<file path="src/rtl/trace_pkg.sv">
package trace_pkg;

    localparam int CHAR_W = 2;
    localparam int SYM_W  = 3;

    localparam logic [SYM_W-1:0] GAP_SYM = 3'b100;

    localparam int PM_DIAG = 0;
    localparam int PM_UP   = 1;
    localparam int PM_LEFT = 2;

    typedef enum logic [1:0] {
        MV_DIAG = 2'd0,
        MV_UP   = 2'd1,
        MV_LEFT = 2'd2
    } move_e;

endpackage

</file>
<file path="src/rtl/trace_move_sel.sv">
module trace_move_sel
    import trace_pkg::*;
#(
    parameter int IW = 4
) (
    input  logic [IW-1:0] row,
    input  logic [IW-1:0] col,
    input  logic [2:0]    mask,
    output move_e         move
);

    always_comb begin
        if (row == '0) begin
            move = MV_LEFT;
        end else if (col == '0) begin
            move = MV_UP;
        end else if (mask[PM_DIAG]) begin
            move = MV_DIAG;
        end else if (mask[PM_UP]) begin
            move = MV_UP;
        end else if (mask[PM_LEFT]) begin
            move = MV_LEFT;
        end else begin
            move = MV_DIAG;
        end
    end

endmodule

</file>
<file path="src/rtl/trace_next_index.sv">
module trace_next_index
    import trace_pkg::*;
#(
    parameter int IW = 4
) (
    input  logic [IW-1:0] row,
    input  logic [IW-1:0] col,
    input  move_e         move,
    output logic [IW-1:0] nxt_row,
    output logic [IW-1:0] nxt_col,
    output logic          at_origin
);

    always_comb begin
        nxt_row = row;
        nxt_col = col;
        unique case (move)
            MV_DIAG: begin
                nxt_row = row - IW'(1);
                nxt_col = col - IW'(1);
            end
            MV_UP:   nxt_row = row - IW'(1);
            MV_LEFT: nxt_col = col - IW'(1);
            default: begin
                nxt_row = row;
                nxt_col = col;
            end
        endcase
        at_origin = (nxt_row == '0) && (nxt_col == '0);
    end

endmodule

</file>
<file path="src/rtl/trace_column_fmt.sv">
module trace_column_fmt
    import trace_pkg::*;
(
    input  move_e              move,
    input  logic [CHAR_W-1:0]  a_char,
    input  logic [CHAR_W-1:0]  b_char,
    output logic [SYM_W-1:0]   sym_a,
    output logic [SYM_W-1:0]   sym_b
);

    logic [SYM_W-1:0] a_letter;
    logic [SYM_W-1:0] b_letter;

    assign a_letter = {1'b0, a_char};
    assign b_letter = {1'b0, b_char};

    always_comb begin
        sym_a = a_letter;
        sym_b = b_letter;
        unique case (move)
            MV_UP:   sym_a = GAP_SYM;
            MV_LEFT: sym_b = GAP_SYM;
            default: begin
                sym_a = a_letter;
                sym_b = b_letter;
            end
        endcase
    end

endmodule

</file>
<file path="src/rtl/traceback_walker.sv">
module traceback_walker
    import trace_pkg::*;
#(
    parameter int LENGTH = 10,
    localparam int AW = (LENGTH > 1) ? $clog2(LENGTH) : 1,
    localparam int IW = $clog2(LENGTH + 1)
) (
    input  logic          clk,
    input  logic          rst_n,
    input  logic          start,
    output logic          busy,
    output logic [AW-1:0] a_addr,
    input  logic [1:0]    a_data,
    output logic [AW-1:0] b_addr,
    input  logic [1:0]    b_data,
    output logic [IW-1:0] ptr_row,
    output logic [IW-1:0] ptr_col,
    input  logic [2:0]    ptr_mask,
    output logic          col_valid,
    input  logic          col_ready,
    output logic [2:0]    col_a,
    output logic [2:0]    col_b,
    output logic          col_last
);

    typedef struct packed {
        logic          busy;
        logic [IW-1:0] row;
        logic [IW-1:0] col;
    } walk_t;

    walk_t st_d, st_q;

    move_e         move;
    logic [IW-1:0] nxt_row;
    logic [IW-1:0] nxt_col;
    logic          at_origin;

    trace_move_sel #(.IW(IW)) u_sel (
        .row  (st_q.row),
        .col  (st_q.col),
        .mask (ptr_mask),
        .move (move)
    );

    trace_next_index #(.IW(IW)) u_step (
        .row       (st_q.row),
        .col       (st_q.col),
        .move      (move),
        .nxt_row   (nxt_row),
        .nxt_col   (nxt_col),
        .at_origin (at_origin)
    );

    trace_column_fmt u_fmt (
        .move   (move),
        .a_char (a_data),
        .b_char (b_data),
        .sym_a  (col_a),
        .sym_b  (col_b)
    );

    always_comb begin
        st_d = st_q;
        if (!st_q.busy) begin
            if (start) begin
                st_d.busy = 1'b1;
                st_d.row  = IW'(LENGTH);
                st_d.col  = IW'(LENGTH);
            end
        end else if (col_ready) begin
            st_d.row = nxt_row;
            st_d.col = nxt_col;
            if (at_origin) begin
                st_d.busy = 1'b0;
            end
        end
    end

    always_ff @(posedge clk) begin
        if (!rst_n) begin
            st_q <= '0;
        end else begin
            st_q <= st_d;
        end
    end

    // Read addresses follow the next-state indices so the synchronous
    // memories present the current cell's data without a bubble.
    always_comb begin
        ptr_row = st_d.row;
        ptr_col = st_d.col;
        a_addr  = (st_d.col == '0) ? '0 : AW'(st_d.col - IW'(1));
        b_addr  = (st_d.row == '0) ? '0 : AW'(st_d.row - IW'(1));
    end

    assign busy      = st_q.busy;
    assign col_valid = st_q.busy;
    assign col_last  = st_q.busy && at_origin;

endmodule

</file>
<file path="config.mk">
export PLATFORM = sky130hd
export DESIGN_NAME = traceback_walker
export DESIGN_NICKNAME = d
export VERILOG_FILES = /design/src/rtl/trace_pkg.sv /design/src/rtl/trace_move_sel.sv /design/src/rtl/trace_next_index.sv /design/src/rtl/trace_column_fmt.sv /design/src/rtl/traceback_walker.sv
export SDC_FILE = /design/constraint.sdc
export NUM_CORES = 1
export LEC_CHECK = 0
export ABC_CLOCK_PERIOD_IN_PS = 8400
export CAP_MARGIN = 30
export CORE_UTILIZATION = 29
export DETAILED_ROUTE_END_ITERATION = 16
export MAX_ROUTING_LAYER = met4
export SYNTH_ARGS = -nofsm -noshare
export SYNTH_HDL_FRONTEND = slang
export SYNTH_SLANG_ARGS = --single-unit
</file>
<file path="constraint.sdc">
create_clock -name clk -period 8.4 [get_ports clk]
set_clock_uncertainty 0.1 [all_clocks]
set_input_delay 2.52 -clock clk [delete_from_list [all_inputs] [get_ports clk]]
set_output_delay 2.52 -clock clk [all_outputs]
set_load 0.005 [all_outputs]
</file>
Yosys cells after proc, flatten, opt, wreduce, memory -nomap -nowiden
Cells that the tools add are included.
Cells by class
  $add $sub $neg: 4
  multiply operators: 0
  div/mod/pow operators: 0
  $lt $le $gt $ge: 0
  equality and inequality tests: 2
  shift operators: 0
  muxes and demuxes: 15
  bitwise operators: 0
  reductions and logical operators: 11
Operators with widths (count)
  two-way mux 9 bit: 3
  logical NOT 4 bit: 6
  two-way mux 4 bit: 4
  subtractor 4 x 1 -> 4 bit, second input constant: 4
  two-way mux 2 bit: 5
  two-way mux 3 bit: 2
  OR reduction 2 bit: 2
  == test 2 x 1 -> 1 bit, second input constant: 1
  == test 2 bit, second input constant: 1
  logical AND 1 bit: 2
  logical NOT 2 bit: 1
  two-way mux 1 bit: 1
Word-level totals
  register bits after elaboration: 9
  bits in latches: 0
  RAM bits: 0
  ROM bits: 0
  input port bits: 11
  output and inout bits: 25
  logic and storage cells: 35
  memories kept: 0

Logic depth before layout (Yosys ltp)
  depth in word-level cells: 15
  mapped depth: 9
  gate-level depth less buffers: 9

Hierarchy
A second synthesis with hierarchy kept.
Second synthesis, totals
  cells, all modules: 108
  area total of the unflattened synthesis: 894.6 µm²
Modules (own cells, without submodules)
  traceback_walker: times used 1, cells an instance 68, area each 625.6 µm², seq. area each 180.2 µm²
  trace_next_index: times used 1, cells an instance 26, area each 182.7 µm², seq. area each 0.0 µm²
  trace_column_fmt: times used 1, cells an instance 8, area each 45.0 µm², seq. area each 0.0 µm²
  trace_move_sel: times used 1, cells an instance 6, area each 41.3 µm², seq. area each 0.0 µm²

Worst setup path after synthesis
No wires, ideal clock.
  path type: input-to-output
  start point: input ptr_mask[1]
  end point: output b_addr[2]
  data arrival time: 3.878 ns
  data required time: 5.780 ns
  slack: 1.902 ns
  cell stages on the path: 6
  path buffers: 0
  path through: or3b_2 o211ai_1 a22o_2 inv_2 a211oi_4 mux2_4
RTL lines
  from (decl): line traceback_walker.sv:18  | input logic [2:0] ptr_mask,
  to (decl): line traceback_walker.sv:14  | output logic [AW-1:0] b_addr,

Worst setup path after layout
  start point: input ptr_mask[1]
  end point: output b_addr[2]
Between the ends
  cells in the longest elaborated chain, start to end: 11
  elaborated cells between the ends (all ways): 13
  classes of those cells: add/sub (1); eq/ne (1); mux (8); reduce/logical (3)
RTL lines
  two-way mux 2 bit (*): line trace_move_sel.sv:19  | end else if (mask[PM_UP]) begin
  two-way mux 2 bit (*): line trace_move_sel.sv:17  | end else if (mask[PM_DIAG]) begin
  two-way mux 2 bit (*): line trace_move_sel.sv:15  | end else if (col == '0) begin
  two-way mux 2 bit (*): line trace_move_sel.sv:13  | if (row == '0) begin
  == test 2 x 1 -> 1 bit or logical NOT 2 bit (tied branches): line trace_next_index.sv:17  | unique case (move)
  OR reduction 2 bit (no source line) (*)
  two-way mux 4 bit (*)
  two-way mux 9 bit (*): line traceback_walker.sv:71  | end else if (col_ready) begin
  two-way mux 9 bit (*): line traceback_walker.sv:65  | if (!st_q.busy) begin
  subtractor 4 x 1 -> 4 bit or logical NOT 4 bit (tied branches): line traceback_walker.sv:94  | b_addr = (st_d.row == '0) ? '0 : AW'(st_d.row - IW'(1));
  two-way mux 4 bit (*): line traceback_walker.sv:94
Every way passes the cells marked *; elsewhere a longest branch is shown, timed or not.

==> report_table.html <==
<table>
<tr><th>Metric</th><th>Value</th></tr>
<tr><th colspan="2">Power and ir drop</th></tr>
<tr><td>Switch share</td><td>35.1%</td></tr>
<tr><td>Net switching power of the design</td><td>80.0 uW</td></tr>
<tr><td>Power share of the combinational group</td><td>54.4%</td></tr>
<tr><td>Power share of the clock group</td><td>22.0%</td></tr>
<tr><td>Internal cell power</td><td>148 uW</td></tr>
<tr><td>Power density relative to cell area</td><td>156 mW/mm2</td></tr>
<tr><td>Total Power Consumption</td><td>228 uW</td></tr>
<tr><td>Sequential group share of total power</td><td>23.6%</td></tr>
<tr><td>Peak supply drop</td><td>0.0474 mV</td></tr>
<tr><td>Leakage power of the design</td><td>0.000543 uW</td></tr>
<tr><th colspan="2">Route</th></tr>
<tr><td>Average wire length per cell after detail routing</td><td>12.1 um</td></tr>
<tr><td>DRT Wirelength</td><td>2590 um</td></tr>
<tr><td>Routed Antenna Nets</td><td>0</td></tr>
<tr><td>Initial detailed-routing violation count</td><td>33</td></tr>
<tr><td>First-pass iteration count of the detailed router</td><td>4</td></tr>
<tr><td>Post-DR vias/cell</td><td>5.08</td></tr>
<tr><td>Routed vias</td><td>1,087</td></tr>
<tr><td>Detailed-route DRC error count</td><td>0</td></tr>
<tr><th colspan="2">Worst setup path</th></tr>
<tr><td>Signal arrival time at the worst endpoint</td><td>4.93 ns</td></tr>
<tr><td>R2R Path Start</td><td>st_q[4]</td></tr>
<tr><td>Most numerous cell on the critical path</td><td>sky130_fd_sc_hd__clkdlybuf4s50_1</td></tr>
<tr><td>Max FO, Critical Path</td><td>4</td></tr>
<tr><td>Cells traversed along the worst timing path</td><td>clkdlybuf4s50_1, or3b_2, o211ai_1, a22o_2, inv_2, a211oi_4, mux2_4, clkdlybuf4s50_1</td></tr>
<tr><td>Crit path from</td><td>ptr_mask[1]</td></tr>
<tr><td>Worst Path Class, Setup</td><td>input port to primary output</td></tr>
<tr><td>CP peak stage delay</td><td>0.49 ns</td></tr>
<tr><td>Number of stages on the worst setup path</td><td>8</td></tr>
<tr><td>Critical Path Sink Type</td><td>primary output</td></tr>
<tr><td>Type of element launching the critical path</td><td>input port</td></tr>
<tr><td>Top delay family on crit path</td><td>buffers and inverters</td></tr>
<tr><td>Data required time of the worst path</td><td>5.78 ns</td></tr>
<tr><td>Worst path buffer plus inverter count</td><td>3</td></tr>
<tr><td>Reg-to-reg critical path endpoint</td><td>busy</td></tr>
<tr><td>Worst r2r path cells</td><td>8</td></tr>
<tr><td>Worst setup slack for register-to-register paths</td><td>6.02 ns</td></tr>
<tr><td>Slowest library cell on the worst path</td><td>sky130_fd_sc_hd__clkdlybuf4s50_1</td></tr>
<tr><th colspan="2">STA</th></tr>
<tr><td>Fin crit period</td><td>7.55 ns</td></tr>
<tr><td>Fmax</td><td>133 MHz</td></tr>
<tr><td>Share of the clock period used by the worst path</td><td>89.8%</td></tr>
<tr><td>Final max-slew violation count</td><td>0</td></tr>
<tr><td>Slew at the pin with the worst max-slew slack</td><td>0.420 ns</td></tr>
<tr><td>Setup_tns</td><td>0 ns</td></tr>
<tr><td>Unrepaired setup endpoints after global routing</td><td>false</td></tr>
<tr><td>Relative slew slack</td><td>71.8%</td></tr>
<tr><td>Finish-stage setup viols</td><td>0</td></tr>
<tr><td>Count of endpoints failing hold in the final timing report</td><td>0</td></tr>
<tr><th colspan="2">Layout</th></tr>
<tr><td>Final instance area</td><td>0.00146 mm2</td></tr>
<tr><td>Nets</td><td>181</td></tr>
<tr><td>FF+latch area</td><td>180 um2</td></tr>
<tr><td>Multi-input gate area</td><td>769 um2</td></tr>
<tr><td>Fillers</td><td>364</td></tr>
<tr><td>Layout overhead on the synthesized area</td><td>32.9%</td></tr>
<tr><td>Fraction of final layout cells sized beyond drive strength 1</td><td>17.5%</td></tr>
<tr><td>Number of cells in the finished layout apart from fillers</td><td>214</td></tr>
<tr><td>Final core utilization</td><td>39.9%</td></tr>
<tr><td>Final antenna diode count</td><td>0</td></tr>
<tr><th colspan="2">Floorplanning</th></tr>
<tr><td>Die width</td><td>63.6 um</td></tr>
<tr><td>DIE HEIGHT</td><td>63.6 um</td></tr>
<tr><td>Die area</td><td>0.00404 mm2</td></tr>
<tr><td>Starting density of the core</td><td>30.0%</td></tr>
<tr><td>Core Footprint</td><td>0.00366 mm2</td></tr>
<tr><td>Ports</td><td>36</td></tr>
<tr><td>Cell row count</td><td>22</td></tr>
<tr><th colspan="2">Placement</th></tr>
<tr><td>Number of I/O port buffers</td><td>35</td></tr>
<tr><td>Final weighted congestion in routability-driven placement</td><td>0.848</td></tr>
<tr><td>Cell count after placement</td><td>210</td></tr>
<tr><td>HPWL Detailed</td><td>2110 um</td></tr>
<tr><td>Placement Cell Area</td><td>0.00142 mm2</td></tr>
<tr><th colspan="2">Hold path</th></tr>
<tr><td>Tightest Hold Check Type</td><td>flop to flop</td></tr>
<tr><td>Worst min-delay path startpoint</td><td>st_q[2]</td></tr>
<tr><td>End point of the worst hold path</td><td>st_q[2]</td></tr>
<tr><td>Worst hold path stage count</td><td>2</td></tr>
<tr><th colspan="2">GRT</th></tr>
<tr><td>First-pass GRT wire length</td><td>4480 um</td></tr>
<tr><td>Initial antenna violation count</td><td>0</td></tr>
<tr><td>Vias in the first global route</td><td>994</td></tr>
<tr><td>Largest net degree at the start of global routing</td><td>12</td></tr>
<tr><td>Global-route usage over all layers</td><td>14.2%</td></tr>
<tr><td>Grt ovf</td><td>0</td></tr>
<tr><th colspan="2">Logic synthesis</th></tr>
<tr><td>Share of flip-flops with an asynchronous set or reset after synthesis</td><td>0%</td></tr>
<tr><td>Post-synth top flop</td><td>sky130_fd_sc_hd__dfxtp_1</td></tr>
<tr><td>Seq cells post-synth</td><td>9</td></tr>
<tr><td>Post-synthesis cell area</td><td>0.00110 mm2</td></tr>
<tr><td>Sequential-to-total area share from yosys stat</td><td>16.4%</td></tr>
<tr><td>Synthesized Nets</td><td>153</td></tr>
<tr><td>Yosys warns</td><td>0</td></tr>
<tr><td>Synth Instances</td><td>139</td></tr>
<tr><td>Mean instance size in the synthesized netlist</td><td>7.91 um2</td></tr>
<tr><td>Number of synthesized flops with an enable pin</td><td>0</td></tr>
<tr><td>Number of distinct library cells after synthesis</td><td>46</td></tr>
<tr><th colspan="2">Clock network</th></tr>
<tr><td>Number of hold-repair buffers added at the cts stage</td><td>0</td></tr>
<tr><td>Post-CTS Setup Repair Bufs</td><td>0</td></tr>
<tr><td>Clock transition time at the flip-flop clock pins of the worst setup and hold paths</td><td>0.04 ns</td></tr>
<tr><td>Cell at the root of the clock tree</td><td>sky130_fd_sc_hd__clkbuf_8</td></tr>
<tr><td>Buffer depth of the longest clock path</td><td>2</td></tr>
<tr><td>Cts repair resizes</td><td>0</td></tr>
<tr><td>CTS H-Tree Depth</td><td>1</td></tr>
<tr><td>Worst-Skew Late Latency</td><td>0.23 ns</td></tr>
<tr><td>CTS tree</td><td>done</td></tr>
<tr><td>Count of clock tree sinks</td><td>9</td></tr>
<tr><td>Total clock buffers created by CTS</td><td>3</td></tr>
<tr><th colspan="2">Flow run</th></tr>
<tr><td>Max capacitance violation total</td><td>0</td></tr>
<tr><th colspan="2">Status</th></tr>
<tr><td>Run status</td><td>complete, no violations</td></tr>
</table>
-- cells by family after synthesis --
group / synth area share, %
AOI/OAI and AO/OA: 27.1
xor gates and xnor gates: 1.48
adders and majority gates: 3.41
buffers and inverters: 13.7
DFF: 16.4
muxes: 3.41
and+or+nand+nor: 34.6
-- power by group through the flow --
| stage | clock network (uW) | logic (uW) | registers, uW |
|---|---|---|---|
| after floorplan | 0 | 83.1 | 50.7 |
| after global routing | 55.3 | 137 | 54.5 |
| after detailed placement | 0 | 124 | 54.5 |
| final | 50.1 | 124 | 53.9 |
| after CTS | 51.6 | 125 | 53.7 |
| after global placement | 0 | 123 | 54.3 |
-- area by class of cell --
type	instances	area share [%]
tap	48	4.11
sequential	9	12.3
clock buffer	4	3.08
inverter	15	3.85
timing repair buffer	35	24.0
multi-input combinational	103	52.7
-- cell usage in the layout, fill, tap and decap left out, types with 4 or more instances in the layout --
cell	netlist	layout
sky130_fd_sc_hd__nor3_1	4	4
sky130_fd_sc_hd__nand2_1	8	8
sky130_fd_sc_hd__nand3_1	6	6
sky130_fd_sc_hd__clkdlybuf4s50_1	0	35
sky130_fd_sc_hd__nor2_1	14	14
sky130_fd_sc_hd__and2_1	6	6
sky130_fd_sc_hd__a21oi_1	6	6
sky130_fd_sc_hd__o211ai_1	6	6
sky130_fd_sc_hd__dfxtp_1	9	9
sky130_fd_sc_hd__inv_1	12	12
sky130_fd_sc_hd__o21ai_0	5	5
-- worst max path at each step --
stage	end	slack, ns
6_report	b_addr[2]	0.85
2_1_floorplan	b_addr[2]	1.90
3_3_place_gp	b_addr[2]	0.87
3_5_place_dp	b_addr[2]	0.86
5_1_grt	b_addr[0]	0.71
4_1_cts	b_addr[2]	0.85
-- synthesized netlist by cell type (all sizes together) (4+ instances only) --
cell type / count / share of area, %
buf: 12 / 8.5
a211oi: 4 / 4.3
nand3: 6 / 2.7
o211ai: 6 / 4.1
dfxtp: 9 / 16
nand2: 8 / 2.7
nor2: 14 / 4.8
inv: 15 / 5.1
a21oi: 7 / 4.2
and2: 7 / 4.2
o21ai: 10 / 5.2
nor3: 6 / 3.6
-- registers in the layout, summed over array words and instances (netlist names) --
signal / flops
busy: 1
st_q: 8
-- tightest hold or removal path: stages (launching register included) --
cell and delay [ns]:
sky130_fd_sc_hd__dfxtp_1 0.40, sky130_fd_sc_hd__nand2_1 0.12, sky130_fd_sc_hd__a31oi_1 0.07
-- per-stage QoR --
stage	hold slack [ns]	worst slack [ns]
floorplan	0.472	1.90
finish	0.543	0.854
CTS	0.544	0.848
detailed placement	0.532	0.862
global route	0.591	0.707
global placement	0.509	0.869
-- layer usage --
layer  part of all wire [%]  GRT usage (%)
met1                     48           17.7
met2                     47           22.6
met3                    3.0           1.27
met4                    2.3           7.67
met5                      0              -
No activity file was read; power rests on OpenSTA's default activity.
